`src/rtl/spi_burst_pkg.sv`:
```
package spi_burst_pkg;

  typedef enum logic [2:0] {
    SQ_IDLE,
    SQ_SETUP,
    SQ_LOAD,
    SQ_SHIFT,
    SQ_HOLD,
    SQ_GAP
  } seq_state_t;

  localparam int HDR_BYTES  = 3;
  localparam int GAP_HALVES = 4;
  localparam int BITS_PER_XCHG_EDGES = 16;

endpackage

```
`src/rtl/spi_half_tick.sv`:
```
module spi_half_tick #(
  parameter int HALF = 4
) (
  input  logic clk,
  input  logic rst,
  input  logic run_i,
  output logic tick_o
);

  localparam int CW = (HALF > 1) ? $clog2(HALF) : 1;

  generate
    if (HALF == 1) begin : g_direct
      assign tick_o = run_i;
    end else begin : g_count
      logic [CW-1:0] cnt_q;

      always_ff @(posedge clk) begin
        if (rst || !run_i) begin
          cnt_q <= '0;
        end else if (cnt_q == CW'(HALF - 1)) begin
          cnt_q <= '0;
        end else begin
          cnt_q <= cnt_q + 1'b1;
        end
      end

      assign tick_o = run_i && (cnt_q == CW'(HALF - 1));

      AST_TICK_SPACED: assert property (@(posedge clk) disable iff (rst)
        tick_o |=> !tick_o) else $error("tick repeated");
    end
  endgenerate

endmodule

```
`src/rtl/spi_byte_xchg.sv`:
```
module spi_byte_xchg #(
  parameter bit CPOL = 1'b0,
  parameter bit CPHA = 1'b0
) (
  input  logic       clk,
  input  logic       rst,
  input  logic       tick_i,
  input  logic       load_i,
  input  logic [7:0] tx_i,
  input  logic       miso_i,
  output logic       sck_o,
  output logic       mosi_o,
  output logic       done_o,
  output logic [7:0] rx_o
);

  import spi_burst_pkg::*;

  localparam int EW = $clog2(BITS_PER_XCHG_EDGES);
  localparam logic [EW-1:0] LAST_EDGE = EW'(BITS_PER_XCHG_EDGES - 1);

  logic          active_q;
  logic [EW-1:0] edge_q;
  logic [7:0]    sr_q;
  logic [7:0]    rx_q;
  logic          sck_q;
  logic          mosi_q;
  logic          done_q;

  logic lead_edge;
  logic do_sample;
  logic do_shift;

  assign lead_edge = ~edge_q[0];

  generate
    if (CPHA) begin : g_pha1
      assign do_sample = ~lead_edge;
      assign do_shift  = lead_edge;
    end else begin : g_pha0
      assign do_sample = lead_edge;
      assign do_shift  = ~lead_edge && (edge_q != LAST_EDGE);
    end
  endgenerate

  always_ff @(posedge clk) begin
    if (rst) begin
      active_q <= 1'b0;
      edge_q   <= '0;
      sr_q     <= '0;
      rx_q     <= '0;
      sck_q    <= CPOL;
      mosi_q   <= 1'b0;
      done_q   <= 1'b0;
    end else begin
      done_q <= 1'b0;
      if (load_i) begin
        active_q <= 1'b1;
        edge_q   <= '0;
        if (CPHA) begin
          sr_q <= tx_i;
        end else begin
          mosi_q <= tx_i[7];
          sr_q   <= {tx_i[6:0], 1'b0};
        end
      end else if (active_q && tick_i) begin
        sck_q  <= ~sck_q;
        edge_q <= edge_q + 1'b1;
        if (do_sample) begin
          rx_q <= {rx_q[6:0], miso_i};
        end
        if (do_shift) begin
          mosi_q <= sr_q[7];
          sr_q   <= {sr_q[6:0], 1'b0};
        end
        if (edge_q == LAST_EDGE) begin
          active_q <= 1'b0;
          done_q   <= 1'b1;
        end
      end
    end
  end

  assign sck_o  = sck_q;
  assign mosi_o = mosi_q;
  assign done_o = done_q;
  assign rx_o   = rx_q;

  AST_SCK_PARKED: assert property (@(posedge clk) disable iff (rst)
    !active_q |-> (sck_q == CPOL)) else $error("sck not parked");
  AST_SCK_ON_TICK: assert property (@(posedge clk) disable iff (rst)
    !$stable(sck_q) |-> $past(tick_i)) else $error("sck moved without tick");

endmodule

```
`src/rtl/spi_burst_reader.sv`:
```
module spi_burst_reader #(
  parameter int       CLK_DIV = 4,
  parameter bit       CPOL    = 1'b0,
  parameter bit       CPHA    = 1'b0,
  parameter int       CNT_W   = 8,
  parameter bit [7:0] READ_OP = 8'h03,
  parameter bit [7:0] FILL    = 8'h00
) (
  input  logic             clk,
  input  logic             rst,
  input  logic             start_i,
  input  logic [15:0]      addr_i,
  input  logic [CNT_W-1:0] count_i,
  output logic             busy_o,
  output logic             done_o,
  output logic             data_valid_o,
  output logic [7:0]       data_o,
  output logic             sck_o,
  output logic             cs_n_o,
  output logic             mosi_o,
  input  logic             miso_i
);

  import spi_burst_pkg::*;

  localparam int HW = $clog2(HDR_BYTES + 1);
  localparam int GW = $clog2(GAP_HALVES);
  localparam logic [HW-1:0] HDR_DONE = HW'(HDR_BYTES);

  seq_state_t       state_q;
  logic [15:0]      addr_q;
  logic [CNT_W-1:0] left_q;
  logic [HW-1:0]    hdr_q;
  logic [GW-1:0]    gap_q;
  logic             busy_q;
  logic             cs_n_q;
  logic             valid_q;
  logic [7:0]       data_q;
  logic             done_q;

  logic       tick;
  logic       div_run;
  logic       xchg_load;
  logic [7:0] xchg_tx;
  logic       xchg_done;
  logic [7:0] xchg_rx;

  assign div_run = (state_q == SQ_SETUP) || (state_q == SQ_SHIFT) ||
                   (state_q == SQ_HOLD)  || (state_q == SQ_GAP);
  assign xchg_load = (state_q == SQ_LOAD);

  always_comb begin
    case (hdr_q)
      HW'(0):  xchg_tx = READ_OP;
      HW'(1):  xchg_tx = addr_q[15:8];
      HW'(2):  xchg_tx = addr_q[7:0];
      default: xchg_tx = FILL;
    endcase
  end

  spi_half_tick #(
    .HALF(CLK_DIV)
  ) u_div (
    .clk   (clk),
    .rst   (rst),
    .run_i (div_run),
    .tick_o(tick)
  );

  spi_byte_xchg #(
    .CPOL(CPOL),
    .CPHA(CPHA)
  ) u_xchg (
    .clk   (clk),
    .rst   (rst),
    .tick_i(tick),
    .load_i(xchg_load),
    .tx_i  (xchg_tx),
    .miso_i(miso_i),
    .sck_o (sck_o),
    .mosi_o(mosi_o),
    .done_o(xchg_done),
    .rx_o  (xchg_rx)
  );

  always_ff @(posedge clk) begin
    if (rst) begin
      state_q <= SQ_IDLE;
      addr_q  <= '0;
      left_q  <= '0;
      hdr_q   <= '0;
      gap_q   <= '0;
      busy_q  <= 1'b0;
      cs_n_q  <= 1'b1;
      valid_q <= 1'b0;
      data_q  <= '0;
      done_q  <= 1'b0;
    end else begin
      valid_q <= 1'b0;
      done_q  <= 1'b0;
      case (state_q)
        SQ_IDLE: begin
          if (start_i && (count_i != '0)) begin
            addr_q  <= addr_i;
            left_q  <= count_i;
            hdr_q   <= '0;
            busy_q  <= 1'b1;
            cs_n_q  <= 1'b0;
            state_q <= SQ_SETUP;
          end
        end
        SQ_SETUP: begin
          if (tick) state_q <= SQ_LOAD;
        end
        SQ_LOAD: begin
          state_q <= SQ_SHIFT;
        end
        SQ_SHIFT: begin
          if (xchg_done) begin
            if (hdr_q != HDR_DONE) begin
              hdr_q   <= hdr_q + 1'b1;
              state_q <= SQ_LOAD;
            end else begin
              valid_q <= 1'b1;
              data_q  <= xchg_rx;
              left_q  <= left_q - 1'b1;
              state_q <= (left_q == CNT_W'(1)) ? SQ_HOLD : SQ_LOAD;
            end
          end
        end
        SQ_HOLD: begin
          if (tick) begin
            cs_n_q  <= 1'b1;
            done_q  <= 1'b1;
            gap_q   <= '0;
            state_q <= SQ_GAP;
          end
        end
        SQ_GAP: begin
          if (tick) begin
            gap_q <= gap_q + 1'b1;
            if (gap_q == GW'(GAP_HALVES - 1)) begin
              busy_q  <= 1'b0;
              state_q <= SQ_IDLE;
            end
          end
        end
        default: state_q <= SQ_IDLE;
      endcase
    end
  end

  assign busy_o       = busy_q;
  assign cs_n_o       = cs_n_q;
  assign data_valid_o = valid_q;
  assign data_o       = data_q;
  assign done_o       = done_q;

  AST_IDLE_CS_HIGH: assert property (@(posedge clk) disable iff (rst)
    !busy_o |-> cs_n_o) else $error("cs low while idle");
  AST_VALID_IN_CS: assert property (@(posedge clk) disable iff (rst)
    data_valid_o |-> !cs_n_o) else $error("data outside select");
  AST_CS_SCK_IDLE: assert property (@(posedge clk) disable iff (rst)
    cs_n_o |-> (sck_o == CPOL)) else $error("sck active while deselected");
  AST_START_IGNORED: assert property (@(posedge clk) disable iff (rst)
    (busy_o && start_i) |=> $stable(addr_q)) else $error("start taken while busy");
  AST_DONE_SINGLE: assert property (@(posedge clk) disable iff (rst)
    done_o |=> !done_o) else $error("done longer than a cycle");
  AST_DONE_AT_RELEASE: assert property (@(posedge clk) disable iff (rst)
    done_o |-> $rose(cs_n_o)) else $error("done not at cs release");
  AST_NO_EMPTY_SHIFT: assert property (@(posedge clk) disable iff (rst)
    (state_q == SQ_SHIFT) |-> (left_q != '0)) else $error("shifting with zero left");

endmodule

```
`config.mk`:
```
export PLATFORM = sky130hd
export DESIGN_NAME = spi_burst_reader
export DESIGN_NICKNAME = d
export VERILOG_FILES = /design/src/rtl/spi_burst_pkg.sv /design/src/rtl/spi_half_tick.sv /design/src/rtl/spi_byte_xchg.sv /design/src/rtl/spi_burst_reader.sv
export SDC_FILE = /design/constraint.sdc
export NUM_CORES = 1
export LEC_CHECK = 0
export BUFFER_PORTS_ARGS = -buffer_cell sky130_fd_sc_hd__buf_2
export CAP_MARGIN = 20
export CORE_AREA = 2 2 117 62
export CTS_BUF_LIST = sky130_fd_sc_hd__clkbuf_16
export CTS_CLUSTER_SIZE = 24
export DETAILED_ROUTE_END_ITERATION = 6
export DIE_AREA = 0 0 119 64
export PLACE_DENSITY_LB_ADDON = 0.3
export SLEW_MARGIN = 20
export SYNTH_ARGS = -nofsm -noshare
export SYNTH_HDL_FRONTEND = slang
export SYNTH_SLANG_ARGS = --single-unit
```
`constraint.sdc`:
```
create_clock -name clk -period 2.29 [get_ports clk]
set_input_delay 0.458 -clock clk [delete_from_list [all_inputs] [get_ports clk]]
set_output_delay 0.458 -clock clk [all_outputs]
set_load 0.1 [all_outputs]
```
Word level (Yosys, flattened, before mapping) --
Cells that the tools add are included.
Operators by class: $add $sub $neg 5, multiply operators 0, divide/modulo/power cells 0, magnitude comparators 0, equal/unequal tests 21, shifts and indexed selects 0, muxes and demuxes 40, bitwise gates (word level) 8, reduce and logical (&&, ||, !) cells 36
Operators by type and width (number):
- two-way mux 8 bit | 6
- two-way mux 3 bit | 8
- one-hot mux 8 bit (3 select lines) | 1
- one-hot mux 3 bit (6 select lines) | 1
- one-hot mux 8 bit (2 select lines) | 1
- two-way mux 1 bit | 14
- nonzero test 2 bit | 7
- inequality test 2 x 1 -> 1 bit, second input constant | 6
- AND reduction 3 bit | 4
- AND reduction 4 bit | 3
- two-way mux 2 bit | 5
- equality test 8 x 1 -> 1 bit, second input constant | 1
- inverter 1 bit | 8
- one-hot mux 2 bit (2 select lines) | 2
- AND reduction 2 bit | 4
- nonzero test 8 bit | 1
- subtractor 8 x 1 -> 8 bit, second input constant | 1
- adder 2 x 1 -> 2 bit, second input constant | 3
- equality test 2 bit, second input constant | 3
- equality test 3 x 2 -> 1 bit, second input constant | 2
- equality test 3 bit, second input constant | 2
- inequality test 2 bit, second input constant | 3
- AND reduction 6 bit | 1
- OR reduction 2 bit | 3
- other kinds (12) | 20
Storage, ports and cells: register bits after elaboration 68, bits in latches 0, memory bits (writable) 0, bits in read-only memories 0, output and inout port bits 14, memories kept 0

Depth between registers and ports, before layout --
word-level depth 8, depth in mapped cells 8, depth with buffers taken out 7

Hierarchy --
From an unflattened synthesis, not the netlist that was laid out.
Second synthesis, totals: cell total of the unflattened synthesis 367, area total of the unflattened synthesis 3178.0 µm²
By module, submodules not included:
- spi_burst_reader | times used 1, cells each 258, area an instance 2130.8 µm², seq. area each 860.8 µm²
- spi_byte_xchg | times used 1, cells each 103, area an instance 960.9 µm², seq. area each 460.4 µm²
- spi_half_tick | times used 1, cells each 6, area an instance 86.3 µm², seq. area each 40.0 µm²

Worst setup path after synthesis --
No wires, ideal clock.
kind input-to-reg, start input count_i[6], end register addr_q[12], library setup time 0.128 ns, arrival time 1.566 ns, required time 2.162 ns, path slack 0.596 ns, cell stages on the path 7, path through nor4_1 nand2_1 nand3_1 buf_4 buf_4 mux2i_1 nor2_1
On the way: cells in the longest elaborated chain, start to end 3
RTL lines:
- start, declared | line spi_burst_reader.sv:13 | input logic [CNT_W-1:0] count_i,
- nonzero test 8 bit | line spi_burst_reader.sv:103 | if (start_i && (count_i != '0)) begin
- logical AND 1 bit | line spi_burst_reader.sv:103
- AND reduction 2 bit (no line)
- end signal, assigned | line spi_burst_reader.sv:104 | addr_q <= addr_i;
- end, declared | line spi_burst_reader.sv:31 | logic [15:0] addr_q;
No other way between the ends. A chain may end at the register's enable or synchronous reset.

Worst setup path in the final report --
start register state_q[0], end register u_xchg.mosi_q, in the netlist u_xchg.mosi_o
On the way: cells in the longest elaborated chain, start to end 8
RTL lines:
- start, declared | line spi_burst_reader.sv:30 | seq_state_t state_q;
- start signal, assigned | line spi_burst_reader.sv:127 | state_q <= (left_q == CNT_W'(1)) ? SQ_HOLD : SQ_LOAD;
- equality test 3 x 1 -> 1 bit / equality test 3 x 2 -> 1 bit (equally long branches) | line spi_burst_reader.sv:48 | assign div_run = (state_q == SQ_SETUP) || (state_q == SQ_SHIFT) ||
- logical OR 1 bit (2 in series) | line spi_burst_reader.sv:48
- logical OR 1 bit | line spi_burst_reader.sv:49 | (state_q == SQ_HOLD) || (state_q == SQ_GAP);
- logical AND 1 bit | line spi_half_tick.sv:28 | assign tick_o = run_i && (cnt_q == CW'(HALF - 1));
- logical AND 1 bit | line spi_byte_xchg.sv:66 | end else if (active_q && tick_i) begin
- nonzero test 2 bit (no line)
- AND reduction 2 bit (no line)
- end signal, assigned | line spi_byte_xchg.sv:63 | mosi_q <= tx_i[7];
- end signal, assigned | line spi_byte_xchg.sv:73 | mosi_q <= sr_q[7];
- end, declared | line spi_byte_xchg.sv:27 | logic mosi_q;
Parallel ways exist; a longest one is shown, timed or not.

==> flow_metrics.env <==
export IMPL_outcome="completed"
export IMPL_tightest_slew_ps=604
export IMPL_rows=21
export IMPL_synthFlopType="dfxtp_1"
export IMPL_synth_compound_area_share_pct=14.8
export IMPL_crit_path_end_kind="flop"
export IMPL_gr_total_overflow=0
export IMPL_critPathRequiredTime_ps=2530
export IMPL_synth_area_top_cells="dfxtp_1 43%, mux2i_1 11%, nor2_1 8.6%"
export IMPL_synth_distinct_cells=49
export IMPL_syn_nets=393
export IMPL_synth_top_family_by_area="simple AND/OR/NAND/NOR gates"
export IMPL_setup_tns_final_ps=0
export IMPL_first_iter_violations=158
export IMPL_wl_per_cell_um=13.3
export IMPL_yosys_area_top_type_share_pct=42.8
export IMPL_clockBufferDepth=2
export IMPL_core_mm2=0.00654
export IMPL_grt_usage_pct=18.1
export IMPL_yosys_top_cells_count="73 x nor2_1, 68 x dfxtp_1, 35 x mux2i_1, 18 x nand2_1, 17 x nor3_1"
export IMPL_synth_edff_count=0
export IMPL_place_congestion=0.837
export IMPL_irDropWorstVdd_mv=0.353
export IMPL_cts_inserted_buffers=9
export IMPL_report_final_slew_viol_count=0
export IMPL_whs_ps=359
export IMPL_drt_vias_per_instance=5.40
export IMPL_fin_area_mm2=0.00375
export IMPL_netlist_area_mm2=0.00318
export IMPL_drive_above_1_share_pct=19.6
export IMPL_async_flop_share_pct=0
export IMPL_drc_errors=0
export IMPL_synth_simple_area_share_pct=21.1
export IMPL_io_buffers=41
export IMPL_synth_most_common_cell="nor2_1"
export IMPL_layout_min_cycle_time_ps=2030
export IMPL_finClkSkew_ps=8.36
export IMPL_cap_violations=0
export IMPL_die_h_um=64
export IMPL_synth_fa_ha_area_share_pct=3.54
export IMPL_routed_via_count=2646
export IMPL_yosysWarnings=0
export IMPL_powerDensity_mw_per_mm2=852
export IMPL_drt_pass1_iter_count=4
export IMPL_reg2reg_depth=5
export IMPL_antenna_cells=0
export IMPL_reg2reg_slack_ps=260
export IMPL_syn_avg_cell_area_um2=8.93
export IMPL_ctsRootBufferMaster="clkbuf_16"
export IMPL_grt_pass1_vias=2443
export IMPL_fin_cells=490
export IMPL_slew_headroom_pct=59.4
export IMPL_seq_area_frac_synth_pct=42.8
export IMPL_path_clk_slew_ps=60
export IMPL_netlist_instances=356
export IMPL_syn_to_final_growth_pct=17.9
export IMPL_dp_cells=472
export IMPL_path_class="reg2reg"
export IMPL_rsz0062_at_grt="no"
export IMPL_placed_area_mm2=0.00343
export IMPL_worstSetupEndpoint="u_xchg.mosi_o"
export IMPL_pin_count=42
export IMPL_die_w_um=119
export IMPL_crit_path_start="state_q[0]"
export IMPL_grt_first_pass_wirelength_mm=11.1
export IMPL_muxShareOfSynthArea_pct=11.0
export IMPL_worst_setup_path_start_kind="flop"
export IMPL_routed_wl_mm=6.52
export IMPL_setup_violations=0
export IMPL_die_area_mm2=0.00762
export IMPL_cts_sinks=68
export IMPL_leakage_nw=1.61
export IMPL_nets=430
export IMPL_ant_nets=0
export IMPL_grt_max_degree=47
export IMPL_cp_arrival_ps=2270
export IMPL_r2r_end="u_xchg.mosi_o"
export IMPL_initial_core_util_pct=48.6
export IMPL_ys_ff_latch=68
export IMPL_hold_viol=0
export IMPL_hpwl_mm=4.49
export IMPL_finalCritPeriodShare_pct=88.6
export IMPL_yosys_area_top_type="dfxtp_1"
export IMPL_insertion_delay_ps=330
export IMPL_hold_path_class="in2reg"
export IMPL_antenna_found_initial=0
export IMPL_timing_rr_start="state_q[0]"
export IMPL_synth_xor_area_share_pct=1.10
export IMPL_max_freq_mhz=493
export IMPL_critPathMaxFanout=15
export IMPL_cts_tree="built"
export IMPL_htree_levels=3
==> critical path, stage by stage, from the launching register on <==
cell	delay (ps)
dfxtp_1	630
nor2_1	140
and4b_1	500
nand3_4	260
mux2i_1	170
a211oi_1	230
==> how the worst min path moves through the flow <==
stage / start / to / slack [ps] / cells after the start
after floorplan: u_div.g_count.cnt_q[0] / u_div.g_count.cnt_q[0] / 410 / 1
after global placement: u_div.g_count.cnt_q[0] / u_div.g_count.cnt_q[0] / 420 / 1
after detailed placement: u_div.g_count.cnt_q[0] / u_div.g_count.cnt_q[0] / 420 / 1
after CTS: addr_i[2] / addr_q[2] / 360 / 3
after global routing: addr_i[2] / addr_q[2] / 360 / 3
final: addr_i[2] / addr_q[2] / 360 / 3
==> power breakdown <==
group,total [mW],switching [mW],internal [mW]
registers,1.33,0.0688,1.27
logic,0.492,0.294,0.197
clock network,1.37,0.521,0.847
total,3.19,0.884,2.31
==> cell usage in the layout, fill, tap and decap left out, types with 4 or more instances in the layout <==
master / Yosys / routed
a2111oi_2: 5 / 5
a211oi_1: 6 / 6
a21oi_1: 16 / 16
a22oi_1: 7 / 7
a31oi_1: 5 / 5
buf_2: 3 / 41
buf_4: 8 / 11
clkbuf_16: 0 / 9
dfxtp_1: 68 / 68
ha_1: 9 / 9
inv_1: 7 / 7
mux2i_1: 35 / 35
nand2_1: 18 / 18
nand2b_1: 5 / 5
nand3_1: 8 / 8
nor2_1: 73 / 73
nor3_1: 17 / 17
nor4_1: 4 / 4
o21ai_0: 12 / 12
==> final cells by class <==
cell class / count / area, um2
sequential: 68 / 1360
tap: 92 / 115
inverter: 7 / 26.3
clock buffer: 9 / 225
multi-input combinational: 254 / 1640
fill: 608 / 2800
clock inverter: 7 / 75.1
timing repair buffer: 53 / 308
==> through the flow <==
step | setup WS, ps | power, mW | util (%)
global placement | 215 | 1.82 | 52.5
global route | 75.8 | 3.35 | 57.3
detailed placement | 152 | 1.84 | 52.5
finish | 261 | 3.19 | 57.3
CTS | 214 | 3.21 | 57.0
floorplan | 596 | 1.74 | -
==> metal layers <==
metal / vias to the layer above / share of wire, % / routed length, um / GRT usage [%]
li1: 1328 / - / - / -
met3: 5 / 3.7 / 244 / 5.80
met2: 51 / 46 / 2970 / 30.3
met4: 0 / 0.80 / 52 / 5.36
met1: 1262 / 50 / 3250 / 22.6
met5: - / 0 / 0 / 0
==> flip-flops by register name, indices dropped and copies added, names as in the netlist, 2 cells and up <==
signal / cells
u_xchg.edge_q: 4
u_xchg.rx_o: 8
hdr_q: 2
data_o: 8
gap_q: 2
left_q: 8
u_div.g_count.cnt_q: 2
state_q: 3
u_xchg.sr_q: 7
addr_q: 16
==> kinds of logic (layout without fill, tap and decap cells) <==
group / Yosys count / count (layout)
AOI/OAI and AO/OA: 64 / 64
xor gates and xnor gates: 4 / 4
adders and majority gates: 9 / 9
buffers and inverters: 34 / 76
DFF: 68 / 68
muxes: 35 / 35
and+or+nand+nor: 142 / 142
==> repair_timing <==
| action | CTS | global route |
|---|---|---|
| endpoints found under the hold margin | 0 | 0 |
| setup buffers | 0 | 2 |
| hold buffers | 0 | 0 |
| gates resized for setup | 0 | 0 |
| setup endpoints to repair | 0 | 2 |
Power figures use the tool's default switching activity.
